--- src/rtl/pm_pkg.sv ---
package pm_pkg;

    typedef enum logic [1:0] {
        ST_IDLE,
        ST_RUN,
        ST_DONE
    } eng_st_e;

    typedef enum logic [2:0] {
        PH_BG_FILL,
        PH_ZERO_FILL,
        PH_UP_R0W1,
        PH_DN_R1W0,
        PH_UP_R0,
        PH_BG_VERIFY
    } phase_e;

endpackage

--- src/rtl/pm_set_geom.sv ---
module pm_set_geom #(
    parameter int unsigned ADDR_W   = 6,
    parameter int unsigned NUM_SETS = 2,
    parameter int unsigned SET_W    = 1
) (
    input  logic [ADDR_W-1:0] addr,
    input  logic [SET_W-1:0]  set_idx,
    output logic              in_set,
    output logic              at_low,
    output logic              at_high,
    output logic [ADDR_W-1:0] low_addr,
    output logic [ADDR_W-1:0] high_addr,
    output logic [ADDR_W-1:0] up_addr,
    output logic [ADDR_W-1:0] dn_addr
);
    localparam logic [31:0] WORDS = 32'(1) << ADDR_W;
    localparam logic [31:0] STEP  = 32'(NUM_SETS);

    logic [31:0] a32, s32, hi32;

    always_comb begin
        a32       = 32'(addr);
        s32       = 32'(set_idx);
        // Highest address congruent to the set index.
        hi32      = s32 + ((WORDS - 32'd1 - s32) / STEP) * STEP;
        in_set    = (a32 % STEP) == s32;
        low_addr  = ADDR_W'(s32);
        high_addr = ADDR_W'(hi32);
        at_low    = (addr == low_addr);
        at_high   = (addr == high_addr);
        up_addr   = ADDR_W'(a32 + STEP);
        dn_addr   = ADDR_W'(a32 - STEP);
    end

endmodule

--- src/rtl/pm_pattern.sv ---
module pm_pattern
    import pm_pkg::*;
#(
    parameter int unsigned DATA_W = 8
) (
    input  phase_e             ph,
    input  logic [DATA_W-1:0]  rdata,
    output logic [DATA_W-1:0]  wdata,
    output logic               mismatch
);
    function automatic logic [DATA_W-1:0] bg_word();
        logic [DATA_W-1:0] w;
        for (int j = 0; j < int'(DATA_W); j++) begin
            w[j] = ((j % 2) == 1);
        end
        return w;
    endfunction

    localparam logic [DATA_W-1:0] BG = bg_word();

    logic [DATA_W-1:0] expect_w;

    always_comb begin
        unique case (ph)
            PH_BG_FILL:   wdata = BG;
            PH_UP_R0W1:   wdata = '1;
            default:      wdata = '0;
        endcase
        unique case (ph)
            PH_DN_R1W0:   expect_w = '1;
            PH_BG_VERIFY: expect_w = BG;
            default:      expect_w = '0;
        endcase
        mismatch = (rdata != expect_w);
    end

endmodule

--- src/rtl/pm_march_bist.sv ---
module pm_march_bist
    import pm_pkg::*;
#(
    parameter int unsigned ADDR_W   = 6,
    parameter int unsigned DATA_W   = 8,
    parameter int unsigned NUM_SETS = 2
) (
    input  logic              clk,
    input  logic              rst_n,
    input  logic              start,
    output logic              busy,
    output logic              done,
    output logic              fail,
    output logic [ADDR_W-1:0] fail_addr,
    output logic [ADDR_W-1:0] mem_addr,
    output logic [DATA_W-1:0] mem_wdata,
    output logic              mem_we,
    input  logic [DATA_W-1:0] mem_rdata
);
    localparam int unsigned       SET_W    = (NUM_SETS > 1) ? $clog2(NUM_SETS) : 1;
    localparam logic [SET_W-1:0]  LAST_SET = SET_W'(NUM_SETS - 1);
    localparam logic [ADDR_W-1:0] ADDR_MAX = '1;

    typedef struct packed {
        eng_st_e           st;
        phase_e            ph;
        logic              chk;
        logic [ADDR_W-1:0] addr;
        logic [SET_W-1:0]  set;
        logic              fail;
        logic [ADDR_W-1:0] fail_addr;
    } eng_t;

    eng_t s_d, s_q;

    logic              in_set, at_low, at_high, mismatch;
    logic [ADDR_W-1:0] low_addr, high_addr, up_addr, dn_addr;
    logic              we_c, bg_step;

    pm_set_geom #(
        .ADDR_W  (ADDR_W),
        .NUM_SETS(NUM_SETS),
        .SET_W   (SET_W)
    ) u_geom (
        .addr     (s_q.addr),
        .set_idx  (s_q.set),
        .in_set   (in_set),
        .at_low   (at_low),
        .at_high  (at_high),
        .low_addr (low_addr),
        .high_addr(high_addr),
        .up_addr  (up_addr),
        .dn_addr  (dn_addr)
    );

    pm_pattern #(
        .DATA_W(DATA_W)
    ) u_pat (
        .ph      (s_q.ph),
        .rdata   (mem_rdata),
        .wdata   (mem_wdata),
        .mismatch(mismatch)
    );

    always_comb begin
        s_d     = s_q;
        we_c    = 1'b0;
        bg_step = 1'b0;
        unique case (s_q.st)
            ST_RUN: begin
                unique case (s_q.ph)
                    PH_BG_FILL: begin
                        we_c = !in_set;
                        if (s_q.addr == ADDR_MAX) begin
                            s_d.ph   = PH_ZERO_FILL;
                            s_d.addr = low_addr;
                        end else begin
                            s_d.addr = s_q.addr + 1'b1;
                        end
                    end
                    PH_ZERO_FILL: begin
                        we_c = 1'b1;
                        if (at_high) begin
                            s_d.ph   = PH_UP_R0W1;
                            s_d.addr = low_addr;
                        end else begin
                            s_d.addr = up_addr;
                        end
                    end
                    PH_UP_R0W1, PH_DN_R1W0, PH_UP_R0: begin
                        s_d.chk = !s_q.chk;
                        if (s_q.chk) begin
                            if (mismatch) begin
                                s_d.st        = ST_DONE;
                                s_d.fail      = 1'b1;
                                s_d.fail_addr = s_q.addr;
                            end else begin
                                we_c = (s_q.ph != PH_UP_R0);
                                if (s_q.ph == PH_DN_R1W0) begin
                                    if (at_low) begin
                                        s_d.ph   = PH_UP_R0;
                                        s_d.addr = low_addr;
                                    end else begin
                                        s_d.addr = dn_addr;
                                    end
                                end else if (!at_high) begin
                                    s_d.addr = up_addr;
                                end else if (s_q.ph == PH_UP_R0W1) begin
                                    s_d.ph   = PH_DN_R1W0;
                                    s_d.addr = high_addr;
                                end else begin
                                    s_d.ph   = PH_BG_VERIFY;
                                    s_d.addr = '0;
                                end
                            end
                        end
                    end
                    PH_BG_VERIFY: begin
                        if (!s_q.chk) begin
                            if (in_set) bg_step = 1'b1;
                            else        s_d.chk = 1'b1;
                        end else begin
                            s_d.chk = 1'b0;
                            if (mismatch) begin
                                s_d.st        = ST_DONE;
                                s_d.fail      = 1'b1;
                                s_d.fail_addr = s_q.addr;
                            end else begin
                                bg_step = 1'b1;
                            end
                        end
                        if (bg_step) begin
                            if (s_q.addr != ADDR_MAX) begin
                                s_d.addr = s_q.addr + 1'b1;
                            end else if (s_q.set == LAST_SET) begin
                                s_d.st = ST_DONE;
                            end else begin
                                s_d.set  = s_q.set + 1'b1;
                                s_d.ph   = PH_BG_FILL;
                                s_d.addr = '0;
                            end
                        end
                    end
                    default: s_d.st = ST_IDLE;
                endcase
            end
            default: begin
                if (start) begin
                    s_d.st        = ST_RUN;
                    s_d.ph        = PH_BG_FILL;
                    s_d.chk       = 1'b0;
                    s_d.addr      = '0;
                    s_d.set       = '0;
                    s_d.fail      = 1'b0;
                    s_d.fail_addr = '0;
                end
            end
        endcase
    end

    always_ff @(posedge clk) begin
        if (!rst_n) begin
            s_q <= '{st: ST_IDLE, ph: PH_BG_FILL, default: '0};
        end else begin
            s_q <= s_d;
        end
    end

    assign busy      = (s_q.st == ST_RUN);
    assign done      = (s_q.st == ST_DONE);
    assign fail      = s_q.fail;
    assign fail_addr = s_q.fail_addr;
    assign mem_addr  = s_q.addr;
    assign mem_we    = we_c;

    AST_WE_NEEDS_BUSY: assert property (@(posedge clk) disable iff (!rst_n)
        mem_we |-> busy);
    AST_FAIL_MEANS_DONE: assert property (@(posedge clk) disable iff (!rst_n)
        fail |-> done);
    AST_BUSY_DONE_EXCL: assert property (@(posedge clk) disable iff (!rst_n)
        !(busy && done));
    AST_START_TO_BUSY: assert property (@(posedge clk) disable iff (!rst_n)
        (start && !busy) |=> busy);
    AST_RESULT_HOLD: assert property (@(posedge clk) disable iff (!rst_n)
        (done && !start) |=> (done && $stable(fail) && $stable(fail_addr)));
    AST_MARCH_IN_SET: assert property (@(posedge clk) disable iff (!rst_n)
        (busy && (s_q.ph inside {PH_ZERO_FILL, PH_UP_R0W1, PH_DN_R1W0, PH_UP_R0}))
        |-> in_set);

endmodule

--- config.mk ---
export PLATFORM = sky130hd
export DESIGN_NAME = pm_march_bist
export DESIGN_NICKNAME = d
export VERILOG_FILES = /design/src/rtl/pm_pkg.sv /design/src/rtl/pm_set_geom.sv /design/src/rtl/pm_pattern.sv /design/src/rtl/pm_march_bist.sv
export SDC_FILE = /design/constraint.sdc
export NUM_CORES = 1
export LEC_CHECK = 0
export BUFFER_PORTS_ARGS = -buffer_cell sky130_fd_sc_hd__buf_2
export CAP_MARGIN = 10
export CORE_MARGIN = 5
export CORE_UTILIZATION = 45
export CTS_CLUSTER_DIAMETER = 40
export DETAILED_ROUTE_END_ITERATION = 10
export PLACE_DENSITY_LB_ADDON = 0.25
export SYNTH_ARGS = -nofsm -noshare
export SYNTH_HDL_FRONTEND = slang
export SYNTH_HIERARCHICAL = 1
export SYNTH_SLANG_ARGS = --single-unit
--- constraint.sdc ---
create_clock -name clk -period 6.24 [get_ports clk]
set_input_delay 0.624 -clock clk [delete_from_list [all_inputs] [get_ports clk]]
set_output_delay 0.624 -clock clk [all_outputs]
set_load 0.1 [all_outputs]
==> flow_metrics.py, run 1 <==
metrics = {
    "floorplanning": {
        "initial_core_util": 0.4606,
        "fp.dieW_um": 82.07,
        "fp-row-count": 26,
        "dieArea_um2": 6735,
        "dieHeight_um": 82.07,
        "pin_count": 35,
        "coreArea_um2": 5075,
    },
    "critical_path": {
        "slowest_stage": "dfxtp_1",
        "crit_family": "flip-flops",
        "endpoint_kind": "output pin",
        "crit_type": "reg2out",
        "crit_required_ns": 5.62,
        "r2r_slack_ns": 3.26,
        "cpPeakStageDelay_ns": 0.85,
        "path_cells": "xnor2_1 -> nor3_1 -> o22ai_1 -> nand2b_1 -> a221oi_1 -> buf_2",
        "worst-path-buf-inv": 1,
        "crit_arrival_ns": 2.83,
        "start_kind": "flop",
        "crit_path_max_fanout": 23,
    },
    "detailed_routing": {
        "drt_wl_total_um": 6214,
        "dr.pass1.iters": 7,
        "via_count": 2204,
        "drc": 0,
        "drt_iter0_drc": 270,
        "avgViaCountPerCell": 5.800,
        "antenna_left": 0,
        "wl_per_cell_um": 16.35,
    },
    "clocking": {
        "cts_setup_buffers": 0,
        "clk_pin_slew_ns": 0.09,
        "clock_latency_ns": 0.27,
        "cts_buffers": 3,
        "cts_sinks": 20,
        "cts_resized": 0,
        "cts-root-buf": "clkbuf_8",
        "clockBufferDepth": 2,
        "cts_tree": "yes",
        "ctsHoldBuffers": 0,
        "h-tree-depth": 1,
    },
    "placement": {
        "dp_slack_ns": 3.116,
        "numPortBuffers": 34,
        "gp_congestion": 0.8981,
        "place_area_um2": 2263,
        "hpwl_um": 4369,
    },
    "layout": {
        "seq_area_um2": 400.4,
        "layout-drive-gt1-share": 0.1935,
        "num-nets-final": 325,
        "syn2layout_area_growth_pct": -0.1070,
        "finalInstanceArea_um2": 2335,
        "multi_input_area_um2": 1545,
        "fillers": 516,
        "diodes": 0,
    },
    "sta": {
        "worstMarginPinSlew_ns": 0.9708,
        "fin_skew_ns": 0.004414,
        "timing.final.ws_setup_ns": 2.790,
        "slew_viol_final": 0,
        "setup-violations-final": 0,
        "post-route-min-period_ns": 3.450,
        "fin_tns_setup_ns": 0,
        "min_period_over_period": 0.5530,
        "hold_violations": 0,
        "fmax_ghz": 0.2898,
        "slew_headroom": 0.3511,
        "rsz0062_at_grt": "no",
    },
    "global_route": {
        "grt_pass1_wl_um": 10080,
        "grt_pass1_vias": 2044,
        "overflow": 0,
        "antenna_found_initial": 0,
        "grt_max_degree": 36,
        "track_usage": 0.1888,
    },
    "logic_synthesis": {
        "synth_cell_types": 71,
        "synthCells": 311,
        "synth_edf_count": 0,
        "ys_warn_count": 6,
        "synth_ff_type": "dfxtp_1",
        "syn_area_um2": 2337,
        "ys_seq_area_frac": 0.1713,
        "ys_ff_latch": 20,
        "async_flop_share": 0,
        "avgSynthCellArea_um2": 7.515,
    },
    "pwr": {
        "power_frac_clock": 0.377,
        "switching_power_w": 0.0001250,
        "comb_power_share": 0.257,
        "p_leak_nw": 0.8877,
        "swShare": 0.3401,
        "pwr-share-seq": 0.367,
        "p_per_area_nw_per_um2": 157.4,
        "p_int_w": 0.0002424,
        "ir_drop_mv": 0.1100,
    },
    "min_path": {
        "hp-class": "reg2reg",
    },
    "status": {
        "outcome": "complete, no violations",
    },
    "run": {
        "drv_cap": 0,
    },
}
power by group through the flow:
| stage | Clock (W) | Combinational [W] | Sequential [W] |
|---|---|---|---|
| 6_report | 0.000138 | 0.0000943 | 0.000135 |
| 3_5_place_dp | 0 | 0.0000932 | 0.000138 |
| 5_1_grt | 0.000145 | 0.000101 | 0.000135 |
| 4_1_cts | 0.000139 | 0.0000935 | 0.000134 |
| 3_3_place_gp | 0 | 0.0000932 | 0.000137 |
| 2_1_floorplan | 0 | 0.0000881 | 0.000136 |
logic make-up (layout without fill, tap and decap cells):
group / count (synthesis) / in the layout / synth area share
other: 2 / 10 / 0.003213
adder cells (fa/ha/maj): 3 / 3 / 0.01606
flip-flops: 20 / 20 / 0.1713
AO/OA/AOI/OAI: 89 / 89 / 0.2725
buffers and inverters: 60 / 51 / 0.1825
XOR/XNOR: 12 / 12 / 0.04497
AND/OR/NAND/NOR: 114 / 114 / 0.2607
multiplexers: 11 / 11 / 0.04872
cell usage in the layout, fill, tap and decap left out, types with 9 or more instances in the layout:
master,synthesis,final
o21ai_0,11,11
inv_1,9,9
dfxtp_1,20,20
conb_1,2,10
a21oi_1,26,26
nand3_1,20,20
nor2_1,19,19
buf_2,5,34
nand2_1,33,33
tightest hold or removal path: cells and delay by family (launching register included):
family / cells / cell delay (ns)
simple gates: 1 / 0.05
flops: 1 / 0.32
compound gates: 1 / 0.05
final timing paths:
path | from | depth (start not counted) | to
worst max register to register | s_q[16] | 8 | mem_addr[5]
worst min-delay path | fail_addr[4] | 2 | fail_addr[4]
worst max-delay path | s_q[16] | 6 | mem_we
worst min register to register | fail_addr[4] | 2 | fail_addr[4]
sequential cells by signal, summed over array words and instances, names as in the netlist:
signal	cells
fail_addr	6
fail	1
s_q	7
mem_addr	6
routing by layer:
metal,vias up,GRT usage,wire length [um]
met3,15,0.03180,406
met5,-,0,0
li1,1085,-,-
met4,0,0.05648,105
met1,1001,0.2749,2852
met2,103,0.2811,2850
synth_stat cells (7+ instances only):
cell type / number / share of area
buf_4: 35 / 0.11
nand2_1: 33 / 0.053
a21oi_1: 26 / 0.056
dfxtp_1: 20 / 0.17
nand3_1: 20 / 0.043
nor2_1: 19 / 0.031
o21ai_0: 11 / 0.024
inv_1: 9 / 0.014
mux2i_1: 8 / 0.034
nand2b_1: 8 / 0.021
xor2_1: 7 / 0.026
final cells by class:
type | instances | share of cell area
multi-input combinational | 239 | 0.6618
sequential | 20 | 0.1715
timing repair buffer | 37 | 0.08253
tap | 70 | 0.03751
clock buffer | 3 | 0.01768
inverter | 10 | 0.01608
clock inverter | 1 | 0.01286
per-stage QoR:
step                instances  utilization  total power (W)  hold slack, ns
floorplan                 319            -        0.0002243          0.4323
global placement          376       0.4460        0.0002304          0.4375
detailed placement        376       0.4460        0.0002308          0.4429
CTS                       380       0.4601        0.0003670          0.4590
global route              380       0.4601        0.0003821          0.4918
finish                    380       0.4601        0.0003674          0.4573
Note: power is estimated with default switching activity, not from simulation.
==> run 2, diff against run 1 <==
clock period = 3.55 ns   (was 6.24 ns; I/O delays follow)
==> run 2 against run 1 <==
Compared with the run above:
- clock-buffer cell count unchanged
- clock skew up 0.0030 ns
- final cell count rose by 0.79%
- global-route usage is 0.51 points higher
- utilization is 0.57 points higher
- die area unchanged
- hold slack worse by 0.067 ns
- first-iteration DRC count decreased by 11%
- setup slack got worse by 2.4 ns
- register-to-register slack worse by 2.6 ns
- flip-flop and latch count stayed put
- critical endpoint unchanged
- largest cell class unchanged
- highest routed layer unchanged
==> flow_metrics.py, run 2 (synthesis results as in run 1) <==
metrics = {
    "floorplanning": {
        "dieHeight_um": 82.07,
        "initial_core_util": 0.4606,
        "fp.dieW_um": 82.07,
        "coreArea_um2": 5075,
        "fp-row-count": 26,
        "dieArea_um2": 6735,
        "pin_count": 35,
    },
    "pwr": {
        "ir_drop_mv": 0.2953,
        "p_leak_nw": 0.9034,
        "p_per_area_nw_per_um2": 272.4,
    },
    "clocking": {
        "cts_sinks": 20,
        "clock_latency_ns": 0.27,
        "ctsHoldBuffers": 0,
        "clk_pin_slew_ns": 0.09,
        "cts_tree": "yes",
        "cts_resized": 0,
        "cts_setup_buffers": 0,
        "clockBufferDepth": 2,
        "cts-root-buf": "clkbuf_8",
        "h-tree-depth": 1,
        "cts_buffers": 3,
    },
    "placement": {
        "hpwl_um": 4407,
        "gp_congestion": 0.8952,
        "numPortBuffers": 34,
    },
    "detailed_routing": {
        "dr.pass1.iters": 5,
        "drt_wl_total_um": 6118,
        "drc": 0,
        "wl_per_cell_um": 15.97,
        "antenna_left": 0,
        "avgViaCountPerCell": 5.862,
        "via_count": 2245,
        "drt_iter0_drc": 241,
    },
    "critical_path": {
        "cpPeakStageDelay_ns": 0.88,
        "crit_required_ns": 3.19,
        "crit_type": "reg2out",
        "worst-path-buf-inv": 1,
        "start_kind": "flop",
        "ff2ff_path_depth": 8,
        "slowest_stage": "dfxtp_1",
        "path_cells": "xnor2_1 -> nor3_1 -> o22ai_1 -> nand2b_1 -> a221oi_2 -> buf_2",
        "crit_family": "flip-flops",
        "r2r_slack_ns": 0.62,
        "endpoint_kind": "output pin",
        "crit_path_max_fanout": 23,
        "r2r_end": "mem_addr[2]",
        "r2r-start": "s_q[16]",
        "crit_arrival_ns": 2.80,
    },
    "min_path": {
        "hold_path_depth": 3,
        "min_from": "rst_n",
        "hold_end": "s_q[7]",
        "hp-class": "in2reg",
    },
    "sta": {
        "slew_headroom": 0.4405,
        "rsz0062_at_grt": "no",
        "setup-violations-final": 0,
        "hold_violations": 0,
        "worstMarginPinSlew_ns": 0.8381,
        "post-route-min-period_ns": 3.151,
        "min_period_over_period": 0.8875,
        "slew_viol_final": 0,
        "fin_tns_setup_ns": 0,
        "fin_skew_ns": 0.007450,
        "hold-worst-slack_ns": 0.3905,
        "fmax_ghz": 0.3174,
    },
    "global_route": {
        "grt_pass1_wl_um": 10190,
        "track_usage": 0.1939,
        "met3_usage": 0.02961,
        "antenna_found_initial": 0,
        "grt_max_degree": 29,
        "overflow": 0,
        "top_usage_layer": "met2",
        "grt_pass1_vias": 2007,
        "grt_use_met1": 0.2735,
        "use_met2": 0.2981,
    },
    "layout": {
        "final_cell_mix": "buf_2, nand2_1, a21oi_1",
        "num-nets-final": 328,
        "syn2layout_area_growth_pct": 1.124,
        "layout-drive-gt1-share": 0.2045,
        "largest_reg_flops": 7,
        "utilization": 0.4657,
        "final_common_cell": "buf_2",
        "top_register": "s_q",
        "diodes": 0,
    },
    "status": {
        "outcome": "complete, no violations",
    },
    "run": {
        "drv_cap": 0,
    },
}
run 2: changes by cell type in the layout (fill, tap and decap cells not counted):
cell      previous run  this run
a221oi_1             2         1
buf_4                3         6
a221oi_2             1         2
run 2: per-layer routing:
layer | routed length, um | vias to the layer above
li1 | - | 1098
met1 | 2812 | 1028
met2 | 2762 | 102
met3 | 381 | 17
met4 | 162 | 0
met5 | 0 | -
run 2: area by class of cell:
| class | instances | area, um2 |
|---|---|---|
| Fill cell | 527 | 2711 |
| Sequential cell | 20 | 400.4 |
| Multi-Input combinational cell | 239 | 1551 |
| Inverter | 10 | 37.54 |
| Clock inverter | 1 | 30.03 |
| Clock buffer | 3 | 41.29 |
| Timing Repair Buffer | 40 | 215.2 |
| Tap cell | 70 | 87.58 |
run 2: worst min-delay path, delay by kind of cell:
kind | cells | cell delay, ns
buf+inv | 1 | 0.16
simple gates | 2 | 0.10
run 2: stage by stage:
step | setup slack [ns] | power, W | cell area [um2] | std cells
after detailed placement | 0.6807 | 0.0004091 | 2292 | 379
after global placement | 0.7099 | 0.0004087 | 2292 | 379
final | 0.3992 | 0.0006437 | 2364 | 383
after CTS | 0.4029 | 0.0006466 | 2364 | 383
after floorplan | 0.06829 | 0.0003949 | 2374 | 319
after global routing | 0.1754 | 0.0006739 | 2364 | 383
run 2: worst max-delay path by stage:
stage / slack (ns) / cells past startpoint / endpoint / startpoint
6_report: 0.40 / 6 / mem_we / s_q[16]
5_1_grt: 0.18 / 6 / mem_we / s_q[16]
4_1_cts: 0.40 / 6 / mem_we / s_q[16]
3_5_place_dp: 0.68 / 8 / mem_addr[2] / s_q[16]
3_3_place_gp: 0.71 / 8 / mem_addr[2] / s_q[16]
2_1_floorplan: 0.07 / 3 / mem_wdata[2] / s_q[15]
run 2: power breakdown:
part	switching (W)	internal (W)	total (W)
combinational	0.000119	0.0000504	0.000169
sequential	0.00000957	0.000228	0.000237
clock	0.0000864	0.000151	0.000237
==> run 3, diff against run 2 <==
SKIP_LAST_GASP = 1   (was default)
clock period = 2.95 ns   (was 3.55 ns; I/O delays follow)
==> run 3 against run 2 <==
Compared with the run above:
- final area rose by 1.6%
- combinational power rose by 25%
- via count fell by 0.22%
- setup slack improved by 0.057 ns
- first-iteration DRC count fell by 17%
- critical endpoint unchanged
- largest cell class unchanged
- highest routed layer unchanged
==> flow_metrics.py, run 3 (synthesis results as in run 1) <==
metrics = {
    "status": {
        "outcome": "complete, no violations",
    },
    "floorplanning": {
        "pin_count": 35,
        "dieArea_um2": 6735,
        "fp.dieW_um": 82.07,
        "initial_core_util": 0.4606,
        "dieHeight_um": 82.07,
        "coreArea_um2": 5075,
        "fp-row-count": 26,
    },
    "critical_path": {
        "r2r-start": "s_q[17]",
        "crit_required_ns": 2.65,
        "crit_family": "flip-flops",
        "worst-path-buf-inv": 2,
        "path_cells": "xnor2_1 -> nor3_1 -> o22ai_1 -> buf_4 -> nand2b_1 -> a221oi_2 -> buf_12",
        "slowest_stage": "dfxtp_1",
        "cpPeakStageDelay_ns": 0.52,
        "r2r_end": "s_q[17]",
        "r2r_slack_ns": 0.52,
        "endpoint_kind": "output pin",
        "crit_arrival_ns": 2.20,
        "crit_path_max_fanout": 10,
        "ff2ff_path_depth": 9,
        "cp.depth": 7,
        "crit_type": "reg2out",
        "start_kind": "flop",
    },
    "clocking": {
        "cts_tree": "yes",
        "ctsHoldBuffers": 0,
        "clock_latency_ns": 0.26,
        "cts_buffers": 3,
        "clockBufferDepth": 2,
        "cts_resized": 0,
        "cts-root-buf": "clkbuf_8",
        "cts_setup_buffers": 0,
        "h-tree-depth": 1,
        "clk_pin_slew_ns": 0.08,
        "cts_sinks": 20,
    },
    "sta": {
        "setup-violations-final": 0,
        "fmax_ghz": 0.4010,
        "fin_tns_setup_ns": 0,
        "slew_viol_final": 0,
        "post-route-min-period_ns": 2.494,
        "slew_headroom": 0.5719,
        "rsz0062_at_grt": "no",
        "worstMarginPinSlew_ns": 0.6355,
        "min_period_over_period": 0.8454,
        "hold_violations": 0,
        "fin_skew_ns": 0.002065,
    },
    "run": {
        "drv_cap": 0,
    },
    "pwr": {
        "p_per_area_nw_per_um2": 294.8,
        "ir_drop_mv": 0.2141,
        "p_leak_nw": 0.9262,
    },
    "layout": {
        "top_register": "s_q",
        "final_cell_mix": "nand2_1, buf_2, a21oi_1",
        "num-nets-final": 333,
        "largest_reg_flops": 7,
        "utilization": 0.4734,
        "syn2layout_area_growth_pct": 2.784,
        "diodes": 0,
        "fin_cells": 388,
        "fillers": 538,
        "layout-drive-gt1-share": 0.2201,
    },
    "global_route": {
        "grt_pass1_wl_um": 10040,
        "grt_max_degree": 29,
        "track_usage": 0.1897,
        "grt_pass1_vias": 2047,
        "antenna_found_initial": 0,
        "overflow": 0,
    },
    "detailed_routing": {
        "avgViaCountPerCell": 5.773,
        "via_count": 2240,
        "antenna_left": 0,
        "dr.pass1.iters": 5,
        "drt_wl_total_um": 6136,
        "drt_iter0_drc": 199,
        "drc": 0,
        "wl_per_cell_um": 15.81,
    },
    "placement": {
        "hpwl_um": 4462,
        "gp_congestion": 0.8688,
        "numPortBuffers": 34,
        "dp.cells": 384,
    },
    "min_path": {
        "hp-class": "in2reg",
        "min_from": "rst_n",
        "hold_end": "s_q[7]",
        "hold_path_depth": 3,
    },
}
run 3: changes by cell type in the layout (fill, tap and decap cells not counted):
cell       change
buf_4          +5
buf_12         +1
buf_2          -1
bufinv_16      -1
clkbuf_8       +1
nor2_1         -1
nor2_2         +1
run 3: area by class of cell:
class	count	area, um2	area share
clock buffers	4	55.05	0.02292
inverters	10	37.54	0.01563
multi-input cells	239	1554	0.6469
flip-flops and latches	20	400.4	0.1667
well taps	70	87.58	0.03646
repair buffers	45	267.8	0.1115
run 3: layer usage:
layer  GRT usage  wire length, um  share of wire
met5           0                0              0
met4     0.04983               90          0.015
met3     0.02083              389          0.063
met2      0.3029             2849           0.46
met1      0.2691             2807           0.46
run 3: worst max-delay path by stage:
stage,startpoint,to,slack [ns]
2_1_floorplan,s_q[15],mem_wdata[2],0.07
3_3_place_gp,mem_rdata[1],s_q[17],0.56
3_5_place_dp,mem_rdata[1],s_q[17],0.49
6_report,s_q[17],mem_we,0.46
4_1_cts,s_q[17],mem_we,0.46
5_1_grt,s_q[17],mem_we,0.31
run 3: power breakdown:
| part | internal (W) | switching [W] |
|---|---|---|
| logic | 0.0000638 | 0.000148 |
| clock network | 0.000119 | 0.0000970 |
| registers | 0.000274 | 0.00000678 |
| total | 0.000457 | 0.000251 |
run 3: through the flow:
step | area (um2) | worst slack (ns) | power (W) | hold WS [ns]
floorplan | 2376 | 0.06974 | 0.0004754 | 0.4323
global route | 2402 | 0.3055 | 0.0007412 | 0.3513
CTS | 2402 | 0.4606 | 0.0007087 | 0.3261
global placement | 2347 | 0.5566 | 0.0004947 | 0.4403
detailed placement | 2347 | 0.4861 | 0.0004959 | 0.4430
finish | 2402 | 0.4562 | 0.0007083 | 0.3286
run 3: tightest hold or removal path: cells and delay by family:
kind,cells,cell delay [ns]
buffers and inverters,1,0.15
and+or+nand+nor,2,0.10
